<file path="src/rtl/dih_pkg.sv">
package dih_pkg;

  localparam int INSN_W = 32;
  localparam int RA_W   = 5;
  localparam int OP_W   = 6;
  localparam int NSLOT  = 2;
  localparam int PKT_W  = INSN_W * NSLOT;

  // field positions inside one instruction word
  localparam int OP_LSB = INSN_W - OP_W;
  localparam int RS_LSB = OP_LSB - RA_W;
  localparam int RT_LSB = RS_LSB - RA_W;
  localparam int RD_LSB = RT_LSB - RA_W;

  localparam logic [OP_W-1:0] OPC_REG   = 6'h00;
  localparam logic [OP_W-1:0] OPC_BR_EQ = 6'h04;
  localparam logic [OP_W-1:0] OPC_BR_NE = 6'h05;
  localparam logic [2:0]      OPC_IMM_HI = 3'b001;
  localparam logic [OP_W-1:0] OPC_LOAD  = 6'h23;
  localparam logic [OP_W-1:0] OPC_STORE = 6'h2B;

  typedef enum logic {
    LANE_ALU = 1'b0,
    LANE_MEM = 1'b1
  } lane_kind_e;

  typedef struct packed {
    logic            legal;
    logic            nop;
    logic            is_load;
    logic            wr_en;
    logic [RA_W-1:0] wr;
    logic            ra_en;
    logic [RA_W-1:0] ra;
    logic            rb_en;
    logic [RA_W-1:0] rb;
  } slot_info_t;

endpackage

</file>
<file path="src/rtl/dih_slot_decode.sv">
module dih_slot_decode
  import dih_pkg::*;
#(
  parameter lane_kind_e KIND = LANE_ALU
) (
  input  logic [INSN_W-1:0] insn,
  output slot_info_t        info
);

  logic [OP_W-1:0] opc;
  logic [RA_W-1:0] f_rs;
  logic [RA_W-1:0] f_rt;
  logic [RA_W-1:0] f_rd;
  logic            is_zero;

  assign opc     = insn[OP_LSB +: OP_W];
  assign f_rs    = insn[RS_LSB +: RA_W];
  assign f_rt    = insn[RT_LSB +: RA_W];
  assign f_rd    = insn[RD_LSB +: RA_W];
  assign is_zero = (insn == '0);

  if (KIND == LANE_ALU) begin : g_alu
    always_comb begin
      info = '0;
      if (is_zero) begin
        info.legal = 1'b1;
        info.nop   = 1'b1;
      end else if (opc == OPC_REG) begin
        info.legal = 1'b1;
        info.wr_en = 1'b1;
        info.wr    = f_rd;
        info.ra_en = 1'b1;
        info.ra    = f_rs;
        info.rb_en = 1'b1;
        info.rb    = f_rt;
      end else if (opc == OPC_BR_EQ || opc == OPC_BR_NE) begin
        info.legal = 1'b1;
        info.ra_en = 1'b1;
        info.ra    = f_rs;
        info.rb_en = 1'b1;
        info.rb    = f_rt;
      end else if (opc[OP_W-1:OP_W-3] == OPC_IMM_HI) begin
        info.legal = 1'b1;
        info.wr_en = 1'b1;
        info.wr    = f_rt;
        info.ra_en = 1'b1;
        info.ra    = f_rs;
      end
    end
  end else begin : g_mem
    always_comb begin
      info = '0;
      if (is_zero) begin
        info.legal = 1'b1;
        info.nop   = 1'b1;
      end else if (opc == OPC_LOAD) begin
        info.legal   = 1'b1;
        info.is_load = 1'b1;
        info.wr_en   = 1'b1;
        info.wr      = f_rt;
        info.ra_en   = 1'b1;
        info.ra      = f_rs;
      end else if (opc == OPC_STORE) begin
        info.legal = 1'b1;
        info.ra_en = 1'b1;
        info.ra    = f_rs;
        info.rb_en = 1'b1;
        info.rb    = f_rt;
      end
    end
  end

endmodule

</file>
<file path="src/rtl/dih_hazard_core.sv">
module dih_hazard_core
  import dih_pkg::*;
(
  input  logic            pkt_valid,
  input  slot_info_t      s0,
  input  slot_info_t      s1,
  input  logic            replay_q,
  input  logic            shadow_vld,
  input  logic [RA_W-1:0] shadow_reg,
  output logic            go0,
  output logic            go1,
  output logic            take,
  output logic            hold,
  output logic            split_set,
  output logic            shadow_nxt_vld,
  output logic [RA_W-1:0] shadow_nxt_reg
);

  function automatic logic reads_reg(input logic en,
                                     input logic [RA_W-1:0] src,
                                     input logic [RA_W-1:0] dst);
    return en && (src == dst) && (dst != '0);
  endfunction

  logic use0, use1, load_use, intra_raw, proceed;

  always_comb begin
    use0 = !replay_q &&
           (reads_reg(s0.ra_en, s0.ra, shadow_reg) ||
            reads_reg(s0.rb_en, s0.rb, shadow_reg));
    use1 = reads_reg(s1.ra_en, s1.ra, shadow_reg) ||
           reads_reg(s1.rb_en, s1.rb, shadow_reg);
    load_use = pkt_valid && shadow_vld && (use0 || use1);

    intra_raw = !replay_q && s0.wr_en &&
                (reads_reg(s1.ra_en, s1.ra, s0.wr) ||
                 reads_reg(s1.rb_en, s1.rb, s0.wr));

    proceed   = pkt_valid && !load_use;
    go0       = proceed && !replay_q && s0.legal && !s0.nop;
    go1       = proceed && !intra_raw && s1.legal && !s1.nop;
    take      = proceed && !intra_raw;
    split_set = proceed && intra_raw;
    hold      = pkt_valid && !take;

    shadow_nxt_vld = (go1 && s1.is_load && s1.wr_en) ||
                     (go0 && s0.is_load && s0.wr_en);
    shadow_nxt_reg = s1.is_load ? s1.wr : s0.wr;
  end

endmodule

</file>
<file path="src/rtl/dual_issue_hazard.sv">
module dual_issue_hazard
  import dih_pkg::*;
(
  input  logic             clk,
  input  logic             rst_n,
  input  logic             pkt_valid,
  output logic             pkt_ready,
  input  logic [PKT_W-1:0] pkt_word,
  output logic             issue0_en,
  output logic             issue1_en,
  output logic             fetch_stall,
  output logic             illegal0,
  output logic             illegal1
);

  slot_info_t sinfo [NSLOT];

  for (genvar g = 0; g < NSLOT; g++) begin : g_slot
    dih_slot_decode #(
      .KIND((g == 0) ? LANE_ALU : LANE_MEM)
    ) u_dec (
      .insn (pkt_word[g*INSN_W +: INSN_W]),
      .info (sinfo[g])
    );
  end

  logic            replay_q;
  logic            shadow_vld;
  logic [RA_W-1:0] shadow_reg;
  logic            split_set;
  logic            shadow_nxt_vld;
  logic [RA_W-1:0] shadow_nxt_reg;

  dih_hazard_core u_core (
    .pkt_valid      (pkt_valid),
    .s0             (sinfo[0]),
    .s1             (sinfo[1]),
    .replay_q       (replay_q),
    .shadow_vld     (shadow_vld),
    .shadow_reg     (shadow_reg),
    .go0            (issue0_en),
    .go1            (issue1_en),
    .take           (pkt_ready),
    .hold           (fetch_stall),
    .split_set      (split_set),
    .shadow_nxt_vld (shadow_nxt_vld),
    .shadow_nxt_reg (shadow_nxt_reg)
  );

  assign illegal0 = pkt_valid && !sinfo[0].legal;
  assign illegal1 = pkt_valid && !sinfo[1].legal;

  always_ff @(posedge clk) begin
    if (!rst_n) begin
      replay_q   <= 1'b0;
      shadow_vld <= 1'b0;
      shadow_reg <= '0;
    end else begin
      if (split_set)      replay_q <= 1'b1;
      else if (pkt_ready) replay_q <= 1'b0;
      shadow_vld <= shadow_nxt_vld;
      shadow_reg <= shadow_nxt_reg;
    end
  end

endmodule

</file>
<file path="config.mk">
export PLATFORM = sky130hd
export DESIGN_NAME = dual_issue_hazard
export DESIGN_NICKNAME = d
export VERILOG_FILES = /design/src/rtl/dih_pkg.sv /design/src/rtl/dih_slot_decode.sv /design/src/rtl/dih_hazard_core.sv /design/src/rtl/dual_issue_hazard.sv
export SDC_FILE = /design/constraint.sdc
export NUM_CORES = 1
export LEC_CHECK = 0
export CAP_MARGIN = 30
export CORE_MARGIN = 5
export CORE_UTILIZATION = 36
export CTS_CLUSTER_DIAMETER = 30
export DETAILED_ROUTE_END_ITERATION = 8
export DONT_BUFFER_PORTS = 1
export PLACE_DENSITY = 0.49
export SYNTH_ARGS = -nofsm -noshare
export SYNTH_HDL_FRONTEND = slang
export SYNTH_HIERARCHICAL = 1
export SYNTH_SLANG_ARGS = --single-unit
</file>
<file path="constraint.sdc">
create_clock -name clk -period 3.2 [get_ports clk]
set_clock_uncertainty 0.2 [all_clocks]
set_input_delay 0.64 -clock clk [delete_from_list [all_inputs] [get_ports clk]]
set_output_delay 0.64 -clock clk [all_outputs]
set_load 0.03 [all_outputs]
</file>
# Yosys cells after proc, flatten, opt, wreduce, memory -nomap -nowiden

Cells that the tools add are included.

Register bits after elaboration: 7
Word-level logic and storage cells: 86

Equality and inequality tests: 11
Muxes and demuxes: 23
Reductions and logical operators: 49

Operators with widths:

| kind               | number |
|---|---|
| $logic_not 32->1   | 2 |
| $mux 18            | 2 |
| $eq 5x5->1         | 6 |
| $logic_and 1x1->1  | 30 |
| $mux 6             | 5 |
| $mux 12            | 2 |
| $mux 19            | 1 |
| $eq 6x3->1 const B | 2 |
| $eq 6x6->1 const B | 2 |
| $mux 1             | 11 |
| $reduce_bool 5->1  | 2 |
| $logic_not 1->1    | 8 |
| $mux 7             | 1 |
| $logic_not 6->1    | 1 |
| $logic_or 1x1->1   | 5 |
| $mux 5             | 1 |
| $eq 3x1->1 const B | 1 |
| $reduce_bool 2->1  | 1 |

# Logic depth before layout (Yosys ltp)

Gate-level depths: netlist (run 1).

Depth in word-level cells: 19
Mapped depth: 12

# Modules after synthesis

Netlist (run 1), hierarchy kept.

Modules (own cells, without submodules):

| module                            | times used | cells each | area an instance (um^2) | seq. area each (um^2) |
|---|---|---|---|---|
| dih_hazard_core                   | 1          | 75         | 573.0                   | 0.0 |
| dih_slot_decode (g_slot[0].u_dec) | 1          | 41         | 281.5                   | 0.0 |
| dih_slot_decode (g_slot[1].u_dec) | 1          | 37         | 244.0                   | 0.0 |
| dual_issue_hazard                 | 1          | 17         | 211.5                   | 140.1 |

# Worst setup path before layout (run 1)

Ideal clock, no wire load.

Kind: input port to output port
Start point: input port pkt_word[30]
End point: output port fetch_stall
Arrival time: 3.182 ns
Data required time: 2.360 ns
Path slack: -0.822 ns
Stages: 8
Path through: or3_4 -> nor4_4 -> a22o_1 -> xor2_1 -> nor4_1 -> nand3_1 -> a2111o_1 -> a21boi_0

RTL lines:

| item               | line                    | RTL |
|---|---|---|
| start: declaration | dual_issue_hazard.sv:8  | `input logic [PKT_W-1:0] pkt_word,` |
| end: declaration   | dual_issue_hazard.sv:11 | `output logic fetch_stall,` |

==> key figures, run 1 <==
Global routing
  – Grt ovf: 0
  – Initial antenna violation count: 0
  – Global-route wire length before repair: 6.154 mm
  – Largest net degree at the start of global routing: 13
  – Vias in the first global route: 1,330
  – Total track usage: 14.93%

Logic synthesis
  – Syn_area_per_cell: 7.706 sq um
  – Ys async rst share: 0%
  – Main synth FF type: dfxtp_1
  – Top cells by area, synth: xnor2_1, dfxtp_1, and2_1, nor4_1, xor2_1
  – Synthesis-stage register bit count: 7
  – Mapped cell area: 1310 sq um
  – Largest family of logic cells by synthesized area: simple AND/OR/NAND/NOR gates
  – Synth top area share: 14.71%
  – Yosys Warn Count: 6
  – Mapped Cells: 170
  – Register area share after synthesis: 10.70%
  – Synth area leader: xnor2_1
  – Number of synthesized flops with an enable pin: 0
  – Synth Net Count: 237
  – Mux cell area share after synthesis: 4.298%
  – Post-synthesis simple-gate area fraction: 47.28%
  – Synth Area in Adders: 0%
  – Synth cell types: 41
  – Compound-Gate Fraction of Synth Area: 10.70%
  – Post-synthesis xor/xnor area fraction: 20.06%

Finish
  – Max reg flops: 5
  – Final Non-Filler Cells: 230
  – Fin nets: 250
  – Final instance area: 1622 sq um
  – P&R area growth vs syn: 23.78%
  – Layout cells sized above 1: 33.52%
  – Antenna Cells: 0

CTS
  – CTS tree: yes
  – Clock Latency Late Sink: 0.22 ns
  – Max Buffers Root-to-Sink: 2
  – H-tree depth: 1
  – Sink Count: 7
  – Clk slew on worst S/H paths: 0.04 ns
  – CTS root buffer: clkbuf_8
  – Post-CTS Hold Buffers: 0
  – CTS Buf Count: 3

Timing
  – RSZ-0062 raised after global routing: true
  – Worst-Margin Slew: 0.5910 ns
  – Fin. Hold Viols: 0
  – Setup TNS: -1.909 ns
  – Slew Viols, Final: 0
  – Final cycle utilization of the critical path: 119.4%
  – FMAX: 261.6 MHz
  – Setup ws final: -0.6223 ns
  – Slew margin rel.: 60.52%
  – Setup violators final: 5
  – Tmin final: 3.822 ns

Worst setup path
  – CP required: 2.36 ns
  – Worst EP arrival: 2.98 ns
  – WS Path Type: in2out
  – Startpoint class of the critical path: input port
  – Crit. End Element: output port
  – Maximum fanout along the worst path: 5

Worst hold path
  – Hold WC Path Type: in2reg

Placed design
  – Placed inst area: 1440 sq um
  – Placed cell count: 223
  – I/O Buffers: 0
  – DP HPWL: 3.308 mm
  – DP Worst Slack: -0.6124 ns
  – Gpl congestion: 0.7993

Detailed routing
  – Initial drt markers: 25
  – Met2 WL: 1.936 mm
  – Final ANT Viol Nets: 0
  – Vias: 1,229
  – Met3 wire len: 243 um
  – Mean routed wirelength per cell: 16.82 um
  – Routed wire length: 3.869 mm
  – Vias per cell: 5.343
  – Drt pass-1 iters: 4
  – DRT met1 WL: 1.624 mm
  – Number of remaining DRC errors: 0
  – Highest metal used: met4

Pwr
  – Leak: 0.6640 nW
  – Power per cell area: 178.5 nW/um^2
  – Worst vdd ir: 0.1612 mV

Die
  – Die Wd: 70.33 um
  – Core Area: 3606 sq um
  – Starting Density: 36.33%
  – Die area: 4946 sq um
  – Die Ht: 70.33 um
  – Io pins: 73
  – Rows: 22

Outcome
  – Outcome: finished, violations left
  – Violated checks: setup timing

Run
  – Max_cap viols: 0
## placed cells by master (no fill, tap or decap), types with 3 or more instances in the layout
| master | count |
|---|---|
| a22o_4 | 4 |
| and2_1 | 21 |
| and2_2 | 6 |
| and3_4 | 5 |
| buf_4 | 14 |
| buf_6 | 4 |
| clkbuf_8 | 3 |
| dfxtp_1 | 7 |
| mux2_2 | 5 |
| nand2_1 | 6 |
| nand3_1 | 4 |
| nand4_1 | 6 |
| nor2_1 | 7 |
| nor2b_1 | 6 |
| nor3_1 | 3 |
| nor4_1 | 13 |
| o21a_1 | 3 |
| xnor2_1 | 21 |
| xor2_1 | 8 |
## per-layer routing
metal  GRT usage, %  up-vias
li1               -      624
met1          18.34      563
met2          26.20       36
met3          3.165        6
met4          3.617        0
met5              0        -
## path summary, 6_finish.rpt
kind,cells past startpoint,from,to,slack (ns)
max,9,pkt_word[31],fetch_stall,-0.62
min,1,rst_n,replay_q,0.34
max reg2reg,8,shadow_reg[1],replay_q,0.76
min reg2reg,2,replay_q,replay_q,0.49
## power by group
part           total (mW)  internal [mW]  switching, mW
combinational      0.0771         0.0412         0.0359
sequential         0.0923         0.0890        0.00327
clock               0.120         0.0859         0.0342
total               0.289          0.216         0.0733
## repair_timing
item	in CTS	in global routing
cloned	0	1
gates resized for setup	5	14
hold endpoints to repair	0	0
buffers inserted	0	3
pin swaps	9	17
endpoints found under the setup margin	5	6
## cells by family (layout without fill, tap and decap cells)
logic type / Yosys count / after routing
buffers and inverters: 15 / 27
DFF: 7 / 7
other: 1 / 1
AOI/OAI and AO/OA: 16 / 16
and+or+nand+nor: 96 / 96
muxes: 5 / 5
xor gates and xnor gates: 30 / 30
## layout make-up
cell class,instances,area [sq um]
Timing Repair inverter,1,6.256
Multi-Input combinational cell,148,1184
Sequential cell,7,140.1
Inverter,3,16.27
Tap cell,48,60.06
Timing Repair Buffer,19,170.2
Fill cell,373,1984
Clock buffer,4,45.04
## cell usage after synthesis, types with 3 or more instances
cell	number
xor2_1	8
dfxtp_1	7
a22o_1	5
nand3_1	5
buf_4	4
and2_1	21
o21a_1	3
nor2_1	8
mux2_2	5
xnor2_1	22
nor2b_1	6
and2_2	6
clkbuf_1	5
and3_1	6
nor3_1	3
nand4_1	6
nor4_1	14
nand2_1	6
## through the flow
stage,hold WS [ns],util [%],total power [mW]
6_report,0.3396,44.97,0.2894
4_1_cts,0.3377,41.74,0.2862
3_3_place_gp,0.4933,39.94,0.1625
3_5_place_dp,0.4982,39.94,0.1621
2_1_floorplan,0.4544,-,0.1483
5_1_grt,0.3357,44.97,0.3061
## worst max-delay path: stages
cell      delay, ns
or3_4          0.39
nor4_4         0.31
buf_4          0.19
a22o_4         0.16
xor2_1         0.06
nor4_1         0.33
nand3_1        0.13
a2111o_1       0.48
a21boi_4       0.30
Power figures use the tool's default switching activity.
==> run 2, diff against run 1 <==
--- a/config.mk
+++ b/config.mk
@@ -6,12 +6,14 @@
 export NUM_CORES = 1
 export LEC_CHECK = 0
 export CAP_MARGIN = 30
+export CELL_PAD_IN_SITES_DETAIL_PLACEMENT = 0
+export CELL_PAD_IN_SITES_GLOBAL_PLACEMENT = 1
 export CORE_MARGIN = 5
-export CORE_UTILIZATION = 36
+export CORE_UTILIZATION = 39
 export CTS_CLUSTER_DIAMETER = 30
 export DETAILED_ROUTE_END_ITERATION = 8
 export DONT_BUFFER_PORTS = 1
-export PLACE_DENSITY = 0.49
+export PLACE_DENSITY = 0.72
 export SYNTH_ARGS = -nofsm -noshare
 export SYNTH_HDL_FRONTEND = slang
 export SYNTH_HIERARCHICAL = 1
==> key figures, run 2 (synthesis results as in run 1) <==
Global routing
  – Initial antenna violation count: 0
  – Largest net degree at the start of global routing: 13
  – Total track usage: 17.03%
  – Grt ovf: 0
  – Vias in the first global route: 1,337
  – Global-route wire length before repair: 6.106 mm

Finish
  – P&R area growth vs syn: 23.21%
  – Antenna Cells: 0
  – Fin nets: 257
  – Commonest non-fill, non-tap cells in the layout: and2_1, buf_4, xnor2_1
  – Layout cells sized above 1: 33.33%
  – Max reg flops: 5
  – Fillers: 349

Worst setup path
  – Crit. End Element: output port
  – WS Path Type: in2out
  – Critical path, cell by cell: or3_4, nor4_4, a22o_1, xor2_1, nor4_1, nand3_1, a2111o_1, a21boi_4
  – CP Depth: 8
  – Startpoint class of the critical path: input port
  – Worst EP arrival: 2.88 ns
  – Maximum fanout along the worst path: 5
  – CP delay by family, top: compound AO/OA/AOI/OAI gates
  – Crit-path slowest cell: a2111o_1
  – Worst path max stage delay: 0.52 ns
  – CP required: 2.36 ns
  – CP Buf/Inv Count: 0
  – R2r worst-path depth: 8

CTS
  – Sink Count: 7
  – Clock Latency Late Sink: 0.24 ns
  – H-tree depth: 1
  – CTS root buffer: clkbuf_4
  – Clk slew on worst S/H paths: 0.05 ns
  – CTS tree: yes
  – Max Buffers Root-to-Sink: 2
  – CTS Buf Count: 3

Placed design
  – DP HPWL: 3.383 mm
  – Gpl congestion: 0.8892
  – I/O Buffers: 0

Timing
  – FMAX: 269.1 MHz
  – Slew margin rel.: 60.66%
  – RSZ-0062 raised after global routing: true
  – Setup ws final: -0.5157 ns
  – Final cycle utilization of the critical path: 116.1%
  – Setup TNS: -1.613 ns
  – Hold slack: 0.3172 ns
  – Slew Viols, Final: 0
  – Worst-Margin Slew: 0.5889 ns
  – Tmin final: 3.716 ns
  – Setup violators final: 5
  – Fin. Hold Viols: 0

Detailed routing
  – Vias: 1,280
  – Routed wire length: 3.963 mm
  – Final ANT Viol Nets: 0
  – Initial drt markers: 71
  – Vias per cell: 5.447
  – Number of remaining DRC errors: 0
  – Drt pass-1 iters: 4
  – Mean routed wirelength per cell: 16.86 um

Worst hold path
  – Hold WC Path Type: in2reg
  – Worst hold path stage count: 1

Die
  – Core Area: 3284 sq um
  – Io pins: 73
  – Die Ht: 67.96 um
  – Rows: 21
  – Starting Density: 39.89%
  – Die area: 4618 sq um
  – Die Wd: 67.96 um

Pwr
  – Power per cell area: 151.2 nW/um^2
  – Worst vdd ir: 0.1721 mV
  – Leak: 0.6636 nW

Outcome
  – Violated checks: setup timing
  – Outcome: finished, violations left

Run
  – Max_cap viols: 0
## run 2: changes by cell type in the layout (fill, tap and decap cells not counted), moves of 2 or more
cell | previous run | this run
a22o_1 | 1 | 5
buf_6 | 4 | 6
a22o_4 | 4 | 0
clkbuf_4 | 0 | 3
clkbuf_8 | 3 | 0
buf_4 | 14 | 21
## run 2: worst paths after layout
path | slack [ns] | to | start
setup reg to reg | 0.71 | replay_q | shadow_reg[0]
setup / recovery | -0.52 | fetch_stall | pkt_word[30]
hold / removal | 0.32 | shadow_reg[0] | rst_n
hold reg to reg | 0.53 | replay_q | replay_q
## run 2: stage by stage
stage | area, sq um | std cells | utilization (%) | setup slack [ns] | total power [mW]
5_1_grt | 1614 | 235 | 49.14 | -0.6758 | 0.2638
6_report | 1614 | 235 | 49.14 | -0.5157 | 0.2441
2_1_floorplan | 1329 | 170 | - | -0.3966 | 0.1483
4_1_cts | 1603 | 234 | 48.80 | -0.5518 | 0.2488
3_3_place_gp | 1445 | 222 | 44.00 | -0.5145 | 0.1605
3_5_place_dp | 1445 | 222 | 44.00 | -0.6416 | 0.1627
## run 2: timing repair
action,CTS,global route
setup endpoints to repair,6,6
setup buffers,9,1
endpoints found under the hold margin,0,0
hold buffers,0,0
pin swaps,12,2
gates resized for setup,17,1
## run 2: worst register-to-register path, delay by kind of cell, from the launching register on
kind / cells / cell delay, ns
flip-flops: 1 / 0.40
buffers and inverters: 1 / 0.12
AND/OR/NAND/NOR: 4 / 1.04
AO/OA/AOI/OAI: 3 / 0.63
## run 2: layout make-up
type,instances,area [sq um],share of cell area [%]
clock buffers,4,26.28,1.628
flip-flops and latches,7,140.1,8.682
inverters,3,16.27,1.008
repair buffers,27,225.2,13.95
multi-input cells,148,1149,71.16
well taps,46,57.56,3.566
## run 2: per-layer routing
metal	share of wire [%]	vias to the layer above	track usage, %
li1	-	637	-
met1	37	610	20.59
met2	55	31	30.20
met3	6.6	2	3.777
met4	0.56	0	4.218
met5	0	-	0
## run 2: power by group
group	leakage, nW	internal [mW]	switching, mW
registers	0.0566	0.0887	0.00320
clock network	0.0150	0.0473	0.0285
logic	0.592	0.0406	0.0358
